$ cat src/rtl/lbu_pkg.sv
package lbu_pkg;

  localparam logic [2:0] RA_DATA      = 3'd0;
  localparam logic [2:0] RA_IEN       = 3'd1;
  localparam logic [2:0] RA_CAUSE     = 3'd2;  // read: cause, write: FIFO control
  localparam logic [2:0] RA_LINE_CTL  = 3'd3;
  localparam logic [2:0] RA_MODEM_CTL = 3'd4;
  localparam logic [2:0] RA_LINE_STAT = 3'd5;
  localparam logic [2:0] RA_MODEM_ST  = 3'd6;
  localparam logic [2:0] RA_SCRATCH   = 3'd7;

  // OR of every present cause, low bit set when none, top two bits forced
  function automatic logic [7:0] cause_code(input logic [3:0] ien, input logic ovr,
                                            input logic at_trig, input logic empty);
    logic [7:0] c;
    c = 8'h00;
    if (ien[2] && ovr)     c = c | 8'h06;
    if (ien[0] && at_trig) c = c | 8'h04;
    if (ien[1] && empty)   c = c | 8'h02;
    if (c == 8'h00)        c = 8'h01;
    return c | 8'hC0;
  endfunction

  function automatic logic [7:0] line_code(input logic empty, input logic ovr);
    return {1'b0, empty, empty, 3'b000, ovr, ~empty};
  endfunction

  function automatic logic [7:0] modem_code(input logic auto_flow, input logic at_max);
    return (auto_flow && at_max) ? 8'hA2 : 8'hB3;
  endfunction

endpackage

$ cat src/rtl/lbu_ring.sv
module lbu_ring #(
  parameter int DEPTH = 16,
  parameter int WIDTH = 8,
  localparam int PW = (DEPTH > 1) ? $clog2(DEPTH) : 1,
  localparam int CW = $clog2(DEPTH + 1)
) (
  input  logic             clk,
  input  logic             rst_n,
  input  logic             push,
  input  logic             pop,
  input  logic             clear,
  input  logic [WIDTH-1:0] din,
  output logic [WIDTH-1:0] dout,
  output logic [CW-1:0]    count
);
  logic [WIDTH-1:0] mem [DEPTH];
  logic [PW-1:0] head_q, tail_q;

  function automatic logic [PW-1:0] step(input logic [PW-1:0] p);
    return (p == PW'(DEPTH - 1)) ? '0 : p + PW'(1);
  endfunction

  always_ff @(posedge clk) begin
    if (push) mem[head_q] <= din;
  end

  always_ff @(posedge clk or negedge rst_n) begin
    if (!rst_n) begin
      head_q <= '0;
      tail_q <= '0;
      count  <= '0;
    end else if (clear) begin
      head_q <= '0;
      tail_q <= '0;
      count  <= '0;
    end else begin
      if (push) head_q <= step(head_q);
      if (pop)  tail_q <= step(tail_q);
      case ({push, pop})
        2'b10:   count <= count + CW'(1);
        2'b01:   count <= count - CW'(1);
        default: count <= count;
      endcase
    end
  end

  assign dout = mem[tail_q];

  p_count_bound_r2: assert property (@(posedge clk) disable iff (!rst_n)
    count <= CW'(DEPTH)) else $error("occupancy above depth");
  p_push_step_r2: assert property (@(posedge clk) disable iff (!rst_n)
    (push && !pop && !clear) |=> count == $past(count) + CW'(1)) else $error("push step");
  p_clear_empty_r5: assert property (@(posedge clk) disable iff (!rst_n)
    clear |=> count == '0) else $error("clear did not empty");

endmodule

$ cat src/rtl/lbu_regread.sv
module lbu_regread
  import lbu_pkg::*;
#(
  parameter int CW = 5,
  parameter int TRIG_LEVEL = 1
) (
  input  logic [2:0]    addr,
  input  logic          dlab,
  input  logic [15:0]   divisor,
  input  logic [3:0]    ien,
  input  logic [7:0]    lctl,
  input  logic [7:0]    mctl,
  input  logic [7:0]    scratch,
  input  logic [7:0]    front,
  input  logic [CW-1:0] count,
  input  logic [CW-1:0] max_size,
  input  logic          ovr,
  output logic [7:0]    rdata
);
  logic empty, at_max, at_trig;

  assign empty   = (count == '0);
  assign at_max  = (count >= max_size);
  assign at_trig = (count >= CW'(TRIG_LEVEL));

  always_comb begin
    unique case (addr)
      RA_DATA:      rdata = dlab ? divisor[7:0] : (empty ? 8'h00 : front);
      RA_IEN:       rdata = dlab ? divisor[15:8] : {4'h0, ien};
      RA_CAUSE:     rdata = cause_code(ien, ovr, at_trig, empty);
      RA_LINE_CTL:  rdata = lctl;
      RA_MODEM_CTL: rdata = mctl;
      RA_LINE_STAT: rdata = line_code(empty, ovr);
      RA_MODEM_ST:  rdata = modem_code(mctl[5], at_max);
      default:      rdata = scratch;
    endcase
  end

endmodule

$ cat src/rtl/lbu_loopback.sv
module lbu_loopback
  import lbu_pkg::*;
#(
  parameter int FIFO_DEPTH = 16,
  parameter int TRIG_LEVEL = 1
) (
  input  logic       clk,
  input  logic       rst_n,
  input  logic [2:0] addr,
  input  logic       wr_en,
  input  logic       rd_en,
  input  logic [7:0] wdata,
  output logic [7:0] rdata,
  output logic       irq
);
  localparam int CW = $clog2(FIFO_DEPTH + 1);
  localparam logic [CW-1:0] TRIG = CW'(TRIG_LEVEL);

  logic [3:0]  ien_q;
  logic [7:0]  lctl_q, mctl_q, scr_q;
  logic [15:0] div_q;
  logic        ovr_q, wide_q;
  logic [CW-1:0] count, max_size;
  logic [7:0]  front;

  logic dlab, empty, full, rd_side;
  logic wr_data, wr_ien, wr_fctl, wr_lctl, wr_mctl, wr_scr, rd_data;
  logic ev_push, ev_drop, ev_pop, ev_clear;
  logic fire_rx, fire_ovr, fire_rd_empty, fire_ien, fire_modem, irq_d;

  assign dlab     = lctl_q[7];
  assign max_size = wide_q ? CW'(FIFO_DEPTH) : CW'(1);
  assign empty    = (count == '0);
  assign full     = (count >= max_size);
  assign rd_side  = rd_en && !wr_en;

  assign wr_data = wr_en && addr == RA_DATA;
  assign wr_ien  = wr_en && addr == RA_IEN;
  assign wr_fctl = wr_en && addr == RA_CAUSE;
  assign wr_lctl = wr_en && addr == RA_LINE_CTL;
  assign wr_mctl = wr_en && addr == RA_MODEM_CTL;
  assign wr_scr  = wr_en && addr == RA_SCRATCH;
  assign rd_data = rd_side && addr == RA_DATA && !dlab;

  assign ev_push  = wr_data && !dlab && !full;
  assign ev_drop  = wr_data && !dlab && full;
  assign ev_pop   = rd_data && !empty;
  assign ev_clear = wr_fctl && (wdata[1] || wdata[2]);

  assign fire_rx       = ev_push && ien_q[0] && (count + CW'(1) == TRIG);
  assign fire_ovr      = ev_drop && ien_q[2];
  assign fire_rd_empty = rd_data && ien_q[1] && (count <= CW'(1));
  assign fire_ien      = wr_ien && !dlab && wdata[1] && empty;
  assign fire_modem    = wr_mctl && ien_q[3] && (wdata[3] || wdata[1] || wdata[0]);
  assign irq_d = fire_rx | fire_ovr | fire_rd_empty | fire_ien | fire_modem;

  lbu_ring #(.DEPTH(FIFO_DEPTH), .WIDTH(8)) u_ring (
    .clk(clk), .rst_n(rst_n), .push(ev_push), .pop(ev_pop), .clear(ev_clear),
    .din(wdata), .dout(front), .count(count)
  );

  lbu_regread #(.CW(CW), .TRIG_LEVEL(TRIG_LEVEL)) u_read (
    .addr(addr), .dlab(dlab), .divisor(div_q), .ien(ien_q), .lctl(lctl_q),
    .mctl(mctl_q), .scratch(scr_q), .front(front), .count(count),
    .max_size(max_size), .ovr(ovr_q), .rdata(rdata)
  );

  always_ff @(posedge clk or negedge rst_n) begin
    if (!rst_n) begin
      ien_q  <= '0;
      lctl_q <= '0;
      mctl_q <= '0;
      scr_q  <= '0;
      div_q  <= '0;
      ovr_q  <= 1'b0;
      wide_q <= 1'b1;
      irq    <= 1'b0;
    end else begin
      irq <= irq_d;
      if (ev_push) ovr_q <= 1'b0;
      if (ev_drop) ovr_q <= 1'b1;
      if (wr_data && dlab) div_q[7:0] <= div_q[7:0] | wdata;
      if (wr_ien && dlab)  div_q[15:8] <= div_q[15:8] | wdata;
      if (wr_ien && !dlab) ien_q <= wdata[3:0];
      if (wr_fctl) wide_q <= wdata[0];
      if (wr_lctl) begin
        lctl_q <= wdata;
        if (wdata[7]) div_q <= '0;
      end
      if (wr_mctl) mctl_q <= wdata;
      if (wr_scr)  scr_q  <= wdata;
    end
  end

  p_drop_sets_ovr_r3: assert property (@(posedge clk) disable iff (!rst_n)
    ev_drop |=> ovr_q) else $error("drop without overrun");
  p_push_clears_ovr_r3: assert property (@(posedge clk) disable iff (!rst_n)
    ev_push |=> !ovr_q) else $error("overrun kept after push");
  p_div_clear_r4: assert property (@(posedge clk) disable iff (!rst_n)
    (wr_en && addr == RA_LINE_CTL && wdata[7]) |=> div_q == 16'h0000) else $error("divisor not cleared");
  p_ien_nibble_r8: assert property (@(posedge clk) disable iff (!rst_n)
    (rd_en && addr == RA_IEN && !dlab) |-> rdata[7:4] == 4'h0) else $error("enable read upper bits");
  p_irq_cause_r12: assert property (@(posedge clk) disable iff (!rst_n)
    irq |-> $past(wr_en || rd_en)) else $error("interrupt without access");

endmodule

$ cat config.mk
export PLATFORM = sky130hd
export DESIGN_NAME = lbu_loopback
export DESIGN_NICKNAME = d
export VERILOG_FILES = /design/src/rtl/lbu_pkg.sv /design/src/rtl/lbu_ring.sv /design/src/rtl/lbu_regread.sv /design/src/rtl/lbu_loopback.sv
export SDC_FILE = /design/constraint.sdc
export NUM_CORES = 1
export LEC_CHECK = 0
export BUFFER_PORTS_ARGS = -buffer_cell sky130_fd_sc_hd__buf_4
export CAP_MARGIN = 10
export CORE_ASPECT_RATIO = 1.5
export CORE_UTILIZATION = 60
export DETAILED_ROUTE_END_ITERATION = 10
export GPL_TIMING_DRIVEN = 0
export HOLD_SLACK_MARGIN = 0.08
export PLACE_DENSITY_LB_ADDON = 0.05
export SLEW_MARGIN = 20
export SYNTH_ARGS = -nofsm -noshare
export SYNTH_HDL_FRONTEND = slang
export SYNTH_SLANG_ARGS = --single-unit
$ cat constraint.sdc
create_clock -name clk -period 7.01 [get_ports clk]
set_input_delay 0.3505 -clock clk [delete_from_list [all_inputs] [get_ports clk]]
set_output_delay 0.3505 -clock clk [all_outputs]
set_load 0.05 [all_outputs]
## After elaboration in Yosys (flattened, before gate mapping)

Memory sizes are Yosys's and may differ from the RTL's.
Cells that the tools add are included.

| storage, ports and cells | value |
|---|---|
| latch bits | 0 |
| memory bits (writable) | 128 |
| ROM bits | 0 |
| register bits | 60 |
| memories | 1 |
| logic and storage cells | 109 |

| cells by class | value |
|---|---|
| muxes and demuxes | 27 |
| bitwise logic cells | 7 |
| div/mod/pow operators | 0 |
| add/sub/neg operators | 4 |
| multiply operators | 0 |
| shifts and indexed selects | 0 |
| equal/unequal tests | 12 |
| $lt $le $gt $ge | 3 |
| reductions and logical operators | 44 |

Memory list:

| name | words | bits a word | read ports | clocked after memory_dff | wr ports | line | text |
|---|---|---|---|---|---|---|---|
| u_ring.mem | 16 | 8 | 1 | 0 | 1 | lbu_ring.sv:16 | `logic [WIDTH-1:0] mem [DEPTH];` |

Operator list:

| operator | number |
|---|---|
| one-hot mux 8 bit (7 select lines) | 1 |
| two-way mux 8 bit | 6 |
| two-way mux 16 bit | 2 |
| logical AND 1 bit | 30 |
| two-way mux 4 bit | 6 |
| bitwise OR 8 bit | 2 |
| two-way mux 5 bit | 3 |
| == test 3 bit (second input constant) | 4 |
| one-hot mux 5 bit (2 select lines) | 1 |
| adder 4 x 1 -> 4 bit (second input constant) | 2 |
| == test 4 bit (second input constant) | 2 |
| logical NOT 8 bit | 1 |
| == test 3 x 2 -> 1 bit (second input constant) | 2 |
| two-way mux 3 bit | 2 |
| two-way mux 6 bit | 1 |
| nonzero test 2 bit | 3 |
| adder 5 x 1 -> 5 bit (second input constant) | 1 |
| == test 5 x 1 -> 1 bit (second input constant) | 1 |
| greater-or-equal comparator 5 x 1 -> 1 bit (second input constant) | 1 |
| greater-or-equal comparator 5 bit | 1 |
| <= comparator 5 x 1 -> 1 bit (second input constant) | 1 |
| logical NOT 5 bit | 1 |
| subtractor 5 x 1 -> 5 bit (second input constant) | 1 |
| logical NOT 1 bit | 4 |
| other kinds (10) | 18 |

## Depth between registers and ports, before layout

| logic depth | value |
|---|---|
| depth after elaboration | 10 |
| gate-level depth with buffers | 8 |

## Hierarchy

From an unflattened synthesis, not the netlist that was laid out.

| second synthesis, totals | value |
|---|---|
| cell total of the unflattened synthesis | 616 |
| area, all modules | 8,648.3 um2 |

By module, submodules not included:

| module | cells an instance | area an instance (um2) | times used |
|---|---|---|---|
| lbu_ring | 337 | 5,776.8 | 1 |
| lbu_loopback | 154 | 2,020.7 | 1 |
| lbu_regread | 125 | 850.8 | 1 |

## Least setup slack after synthesis

No wires, ideal clock.

| path | value |
|---|---|
| kind | reg2out |
| start point | register u_ring.count[0] |
| end point | output rdata[1] |
| stages on the path, launching flop included | 9 |
| required time | 6.659 ns |
| data arrival time | 2.432 ns |
| slack | 4.227 ns |
| cells stage by stage | dfrtp_1 -> inv_1 -> ha_1 -> nor4b_4 -> or3b_1 -> buf_2 -> o221ai_1 -> nand2_1 -> a21oi_1 |

| between the ends | value |
|---|---|
| word-level cells in the longest chain between the ends | 7 |

RTL lines:

| element | line | text |
|---|---|---|
| from (decl) | lbu_ring.sv:14 | `output logic [CW-1:0] count` |
| from (signal assigned) | lbu_ring.sv:40 | `2'b10: count <= count + CW'(1);` |
| from (signal assigned) | lbu_ring.sv:41 | `2'b01: count <= count - CW'(1);` |
| from (signal assigned) | lbu_ring.sv:42 | `default: count <= count;` |
| greater-or-equal comparator 5 x 1 -> 1 bit or logical NOT 5 bit (tied branches) | lbu_regread.sv:24, lbu_regread.sv:22 |  |
| logical AND 1 bit (on tied branches) | lbu_pkg.sv:18, lbu_pkg.sv:19 |  |
| two-way mux 3 bit or two-way mux 2 bit (tied branches) | lbu_pkg.sv:18, lbu_pkg.sv:19 |  |
| two-way mux 8 bit | lbu_regread.sv:27 | `unique case (addr)` |
| logical NOT 8 bit | lbu_pkg.sv:20 | `if (c == 8'h00) c = 8'h01;` |
| two-way mux 6 bit | lbu_pkg.sv:20 |  |
| one-hot mux 8 bit (7 select lines) * | lbu_regread.sv:27 |  |
| to (decl) | lbu_loopback.sv:13 | `output logic [7:0] rdata,` |

Mark *: on every way between the ends. The rest lies on a longest branch, timed or not. The select of a mux whose other input is x is not followed.

## Worst setup path in the final report

| path | value |
|---|---|
| start point | register u_ring.tail_q[0] |
| end point | output rdata[2] |

| between the ends | value |
|---|---|
| word-level cells in the longest chain between the ends | 4 |

RTL lines:

| element | line | text |
|---|---|---|
| from (decl) | lbu_ring.sv:17 | `logic [PW-1:0] head_q, tail_q;` |
| from (signal assigned) | lbu_ring.sv:38 | `if (pop) tail_q <= step(tail_q);` |
| memory read (16 x 8 bit) | n/a |  |
| two-way mux 8 bit (2 in series) | lbu_regread.sv:28 | `RA_DATA: rdata = dlab ? divisor[7:0] : (empty ? 8'h00 : front);` |
| one-hot mux 8 bit (7 select lines) | lbu_regread.sv:27 |  |

No other way between the ends.

==> results.yml <==
run_status:
  status: "finished, final reports clean"
grt:
  grt_pass1_wl_um: 29500
  grt_max_degree: 61
  grt_usage_pct: 28.6
  grt_pass1_vias: 5264
  grt_antenna_before_repair: 0
  gr-total-overflow: 0
timing:
  finalSetupTns_ns: 0
  fin_skew_ns: 0.0113
  rsz0062_at_grt: "no"
  finalCritPeriodShare_pct: 49.7
  worst_pin_slew_ns: 0.988
  period_minus_slack_ns: 3.48
  finalMaxSlewViolations: 0
  setup_viol: 0
  maxSlewHeadroom_pct: 33.9
  hold_viol_final: 0
  fmax_ghz: 0.287
  setup_slack_ns: 3.53
floorplanning:
  die_h_um: 146
  core.rowCount: 52
  dieWidth_um: 98.3
  initial_core_util_pct: 61.7
  num_io_pins: 24
  core_mm2: 0.0135
  die_area_mm2: 0.0144
clocking:
  cts_max_level: 4
  cts-root-buf: "clkbuf_16"
  numCtsBuffers: 17
  cts_tree: "yes"
  cts.sinks: 188
  post_cts_buffers: 0
  clk_path_buf_depth: 2
  post_cts_resized: 0
  clk_pin_slew_ns: 0.07
  insertion_delay_ns: 0.44
finish:
  drive_gt1_share_pct: 21.6
  fill_cells: 948
  post-route-util_pct: 68.9
  nNetsFinal: 630
  n_antenna_cell: 0
  syn2layout_area_growth_pct: 11.8
  multi_input_area_mm2: 0.00279
  regArea_mm2: 0.00535
synth:
  synthAdderAreaFrac_pct: 1.65
  ys_warn_count: 0
  synth_top_area_share_pct: 46.1
  syn_inst: 562
  synth-xor-area-share_pct: 0.420
  ys_ff_latch: 188
  synth_area_leaders: "edfxtp_1, dfrtp_1, mux4_2, mux2_2, mux2i_1"
  yosys-mux-area-fraction_pct: 15.5
  syn-num-nets: 588
  synthSimpleGateAreaFrac_pct: 8.52
  synthArstFlopShare_pct: 31.9
  ys_seq_area_share_pct: 64.1
  synth_edf_count: 128
  yosys.area.top_type: "edfxtp_1"
  synthFlopType: "edfxtp_1"
  synth_cell_type_count: 65
  synth_top_family_by_area: "multiplexers"
  synth_compound_area_share_pct: 7.35
  syn_area_mm2: 0.00834
  avgSynthCellArea_um2: 14.8
power_and_ir_drop:
  p_per_area_mw_per_mm2: 316
  p_comb_share_pct: 21.3
  clkPwrFrac_pct: 33.3
  switching_share_pct: 29.7
  internal-power_mw: 2.07
  ir_drop_v: 0.000197
  leakage_nw: 3.38
  p_seq_share_pct: 45.3
  switching_power_mw: 0.877
placed_design:
  dp_hpwl_um: 13100
  routabilityCongestion: 0.958
  io_buffers: 22
  dp_slack_ns: 3.63
detailed_routing:
  wire_per_inst_um: 24.6
  vias_per_cell: 6.47
  ant_nets: 0
  drt_iter0_markers: 338
  via_count: 5040
  finalWirelength_um: 19100
  drtPass1Iterations: 5
  drc: 0
worst_hold_path:
  min_path_cells: 1
  worstHoldStart: "wdata[1]"
  hp-class: "primary input to flip-flop"
job:
  drv_cap: 0
worst_setup_path:
  r2r_start: "u_ring.count[0]$_DFFE_PN0P_"
  path_cells: "buf_4 -> buf_4 -> mux4_2 -> mux2i_1 -> o221ai_1 -> nand2_1 -> a21oi_1 -> buf_4"
  worst-endpoint-required_ns: 6.66
  critical_path.slowest_cell: "dfrtp_1"
  cp-start-kind: "flip-flop"
  cp-end-kind: "output port"
  arrival_ns: 3.13
  cp_common_cell: "buf_4"
  worst_path_largest_cell_delay_ns: 0.56
  worstSetupPathType: "flip-flop to output port"
  timing.critical_path.from: "u_ring.tail_q[0]$_DFFE_PN0P_"
  reg2reg_depth: 8
  worstPathMaxFanout: 10
-- sequential cells by signal, indices dropped and copies added (netlist names), named ones only --
signal and cells:
scr_q 8, div_q 14, wide_q 1, mctl_q 8
ovr_q 1, u_ring.count 5, u_ring.head_q 4, ien_q 4
u_ring.mem 128, irq 1, lctl_q 8, u_ring.tail_q 4
-- per-stage QoR --
stage                     std cells  hold slack [ns]  power, mW  area (um^2)
final                           779            0.248       2.95         9330
after floorplan                 562           0.0549       1.80         8340
after global routing            779            0.261       3.06         9330
after global placement          746            0.459       1.97         8710
after detailed placement        746            0.469       1.99         8710
after CTS                       779            0.248       2.96         9330
-- cell usage in the layout (no fill, tap or decap), drive strengths merged, types with 3 or more instances in the layout --
cell type	instances
mux2i	22
and3	7
or4	3
nand2	32
mux4	32
clkinvlp	4
o21a	4
o21ai	13
nor3	8
inv	21
a211oi	5
and2	14
buf	42
a21oi	35
nand4	3
nor2	41
dfrtp	59
xnor2	3
mux2	31
edfxtp	128
a21boi	3
nor3b	4
or3	6
nand3	6
ha	11
a31oi	5
o221ai	6
nor4	3
clkbuf	29
-- logic make-up (layout without fill, tap and decap cells) --
family / after synthesis / after routing
mux: 85 / 85
simple gates: 136 / 136
buf+inv: 46 / 101
compound gates: 92 / 92
flops: 188 / 188
xor+xnor: 4 / 4
fa+ha+maj: 11 / 11
-- cells in the mapped netlist, types with 5 or more instances --
| master | number |
|---|---|
| o21ai_1 | 5 |
| a211oi_1 | 5 |
| o21ai_0 | 8 |
| edfxtp_1 | 128 |
| and3_1 | 7 |
| a31oi_1 | 5 |
| dfrtp_1 | 59 |
| ha_1 | 11 |
| or3_1 | 5 |
| o221ai_1 | 6 |
| and2_1 | 14 |
| nor2_1 | 41 |
| inv_1 | 14 |
| nand2_1 | 32 |
| nand3_1 | 6 |
| mux2_2 | 21 |
| buf_2 | 13 |
| mux2_1 | 9 |
| clkbuf_1 | 12 |
| nor3_1 | 8 |
| mux4_2 | 32 |
| mux2i_1 | 22 |
| a21oi_1 | 34 |
-- layer usage --
layer | up-vias | GRT usage, % | wire [um]
li1 | 2249 | - | -
met1 | 2564 | 33.7 | 7190
met2 | 182 | 50.8 | 10400
met3 | 45 | 5.46 | 956
met4 | 0 | 13.0 | 628
met5 | - | 0 | 0
-- worst paths after layout --
kind                                           endpoint  slack [ns]
setup / recovery                               rdata[2]        3.53
hold / removal               u_ring.mem[6][1]$_DFFE_PP_        0.25
setup reg to reg            u_ring.mem[11][3]$_DFFE_PP_        3.57
hold reg to reg                   mctl_q[4]$_DFFE_PN0P_        0.50
max in group asynchronous  u_ring.head_q[0]$_DFFE_PN0P_        5.98
min in group asynchronous          scr_q[3]$_DFFE_PN0P_        0.53
-- power groups by stage --
stage               Combinational, mW  Clock [mW]  Sequential (mW)
floorplan                       0.457           0             1.34
global placement                0.614           0             1.36
detailed placement              0.630           0             1.36
CTS                             0.634       0.992             1.34
global route                    0.687        1.03             1.35
finish                          0.630       0.984             1.34
-- layout make-up --
type	count	area share [%]
Inverter	14	0.563
Clock buffer	17	4.56
Buffer	32	1.66
Sequential cell	188	57.3
Clock inverter	15	1.92
Tap cell	162	2.17
Timing Repair Buffer	23	1.88
Multi-Input combinational cell	328	29.9
-- repair_timing --
item	CTS	global route
endpoints found under the setup margin	0	0
hold buffers	1	0
hold endpoints to repair	59	0
-- worst max-delay path, delay by kind of cell (launching register included) --
family | cells | cell delay, ns
muxes | 2 | 0.91
buffers and inverters | 3 | 0.81
DFF | 1 | 0.56
AOI/OAI and AO/OA | 2 | 0.27
and+or+nand+nor | 1 | 0.11
(Power assumes the default switching activity.)
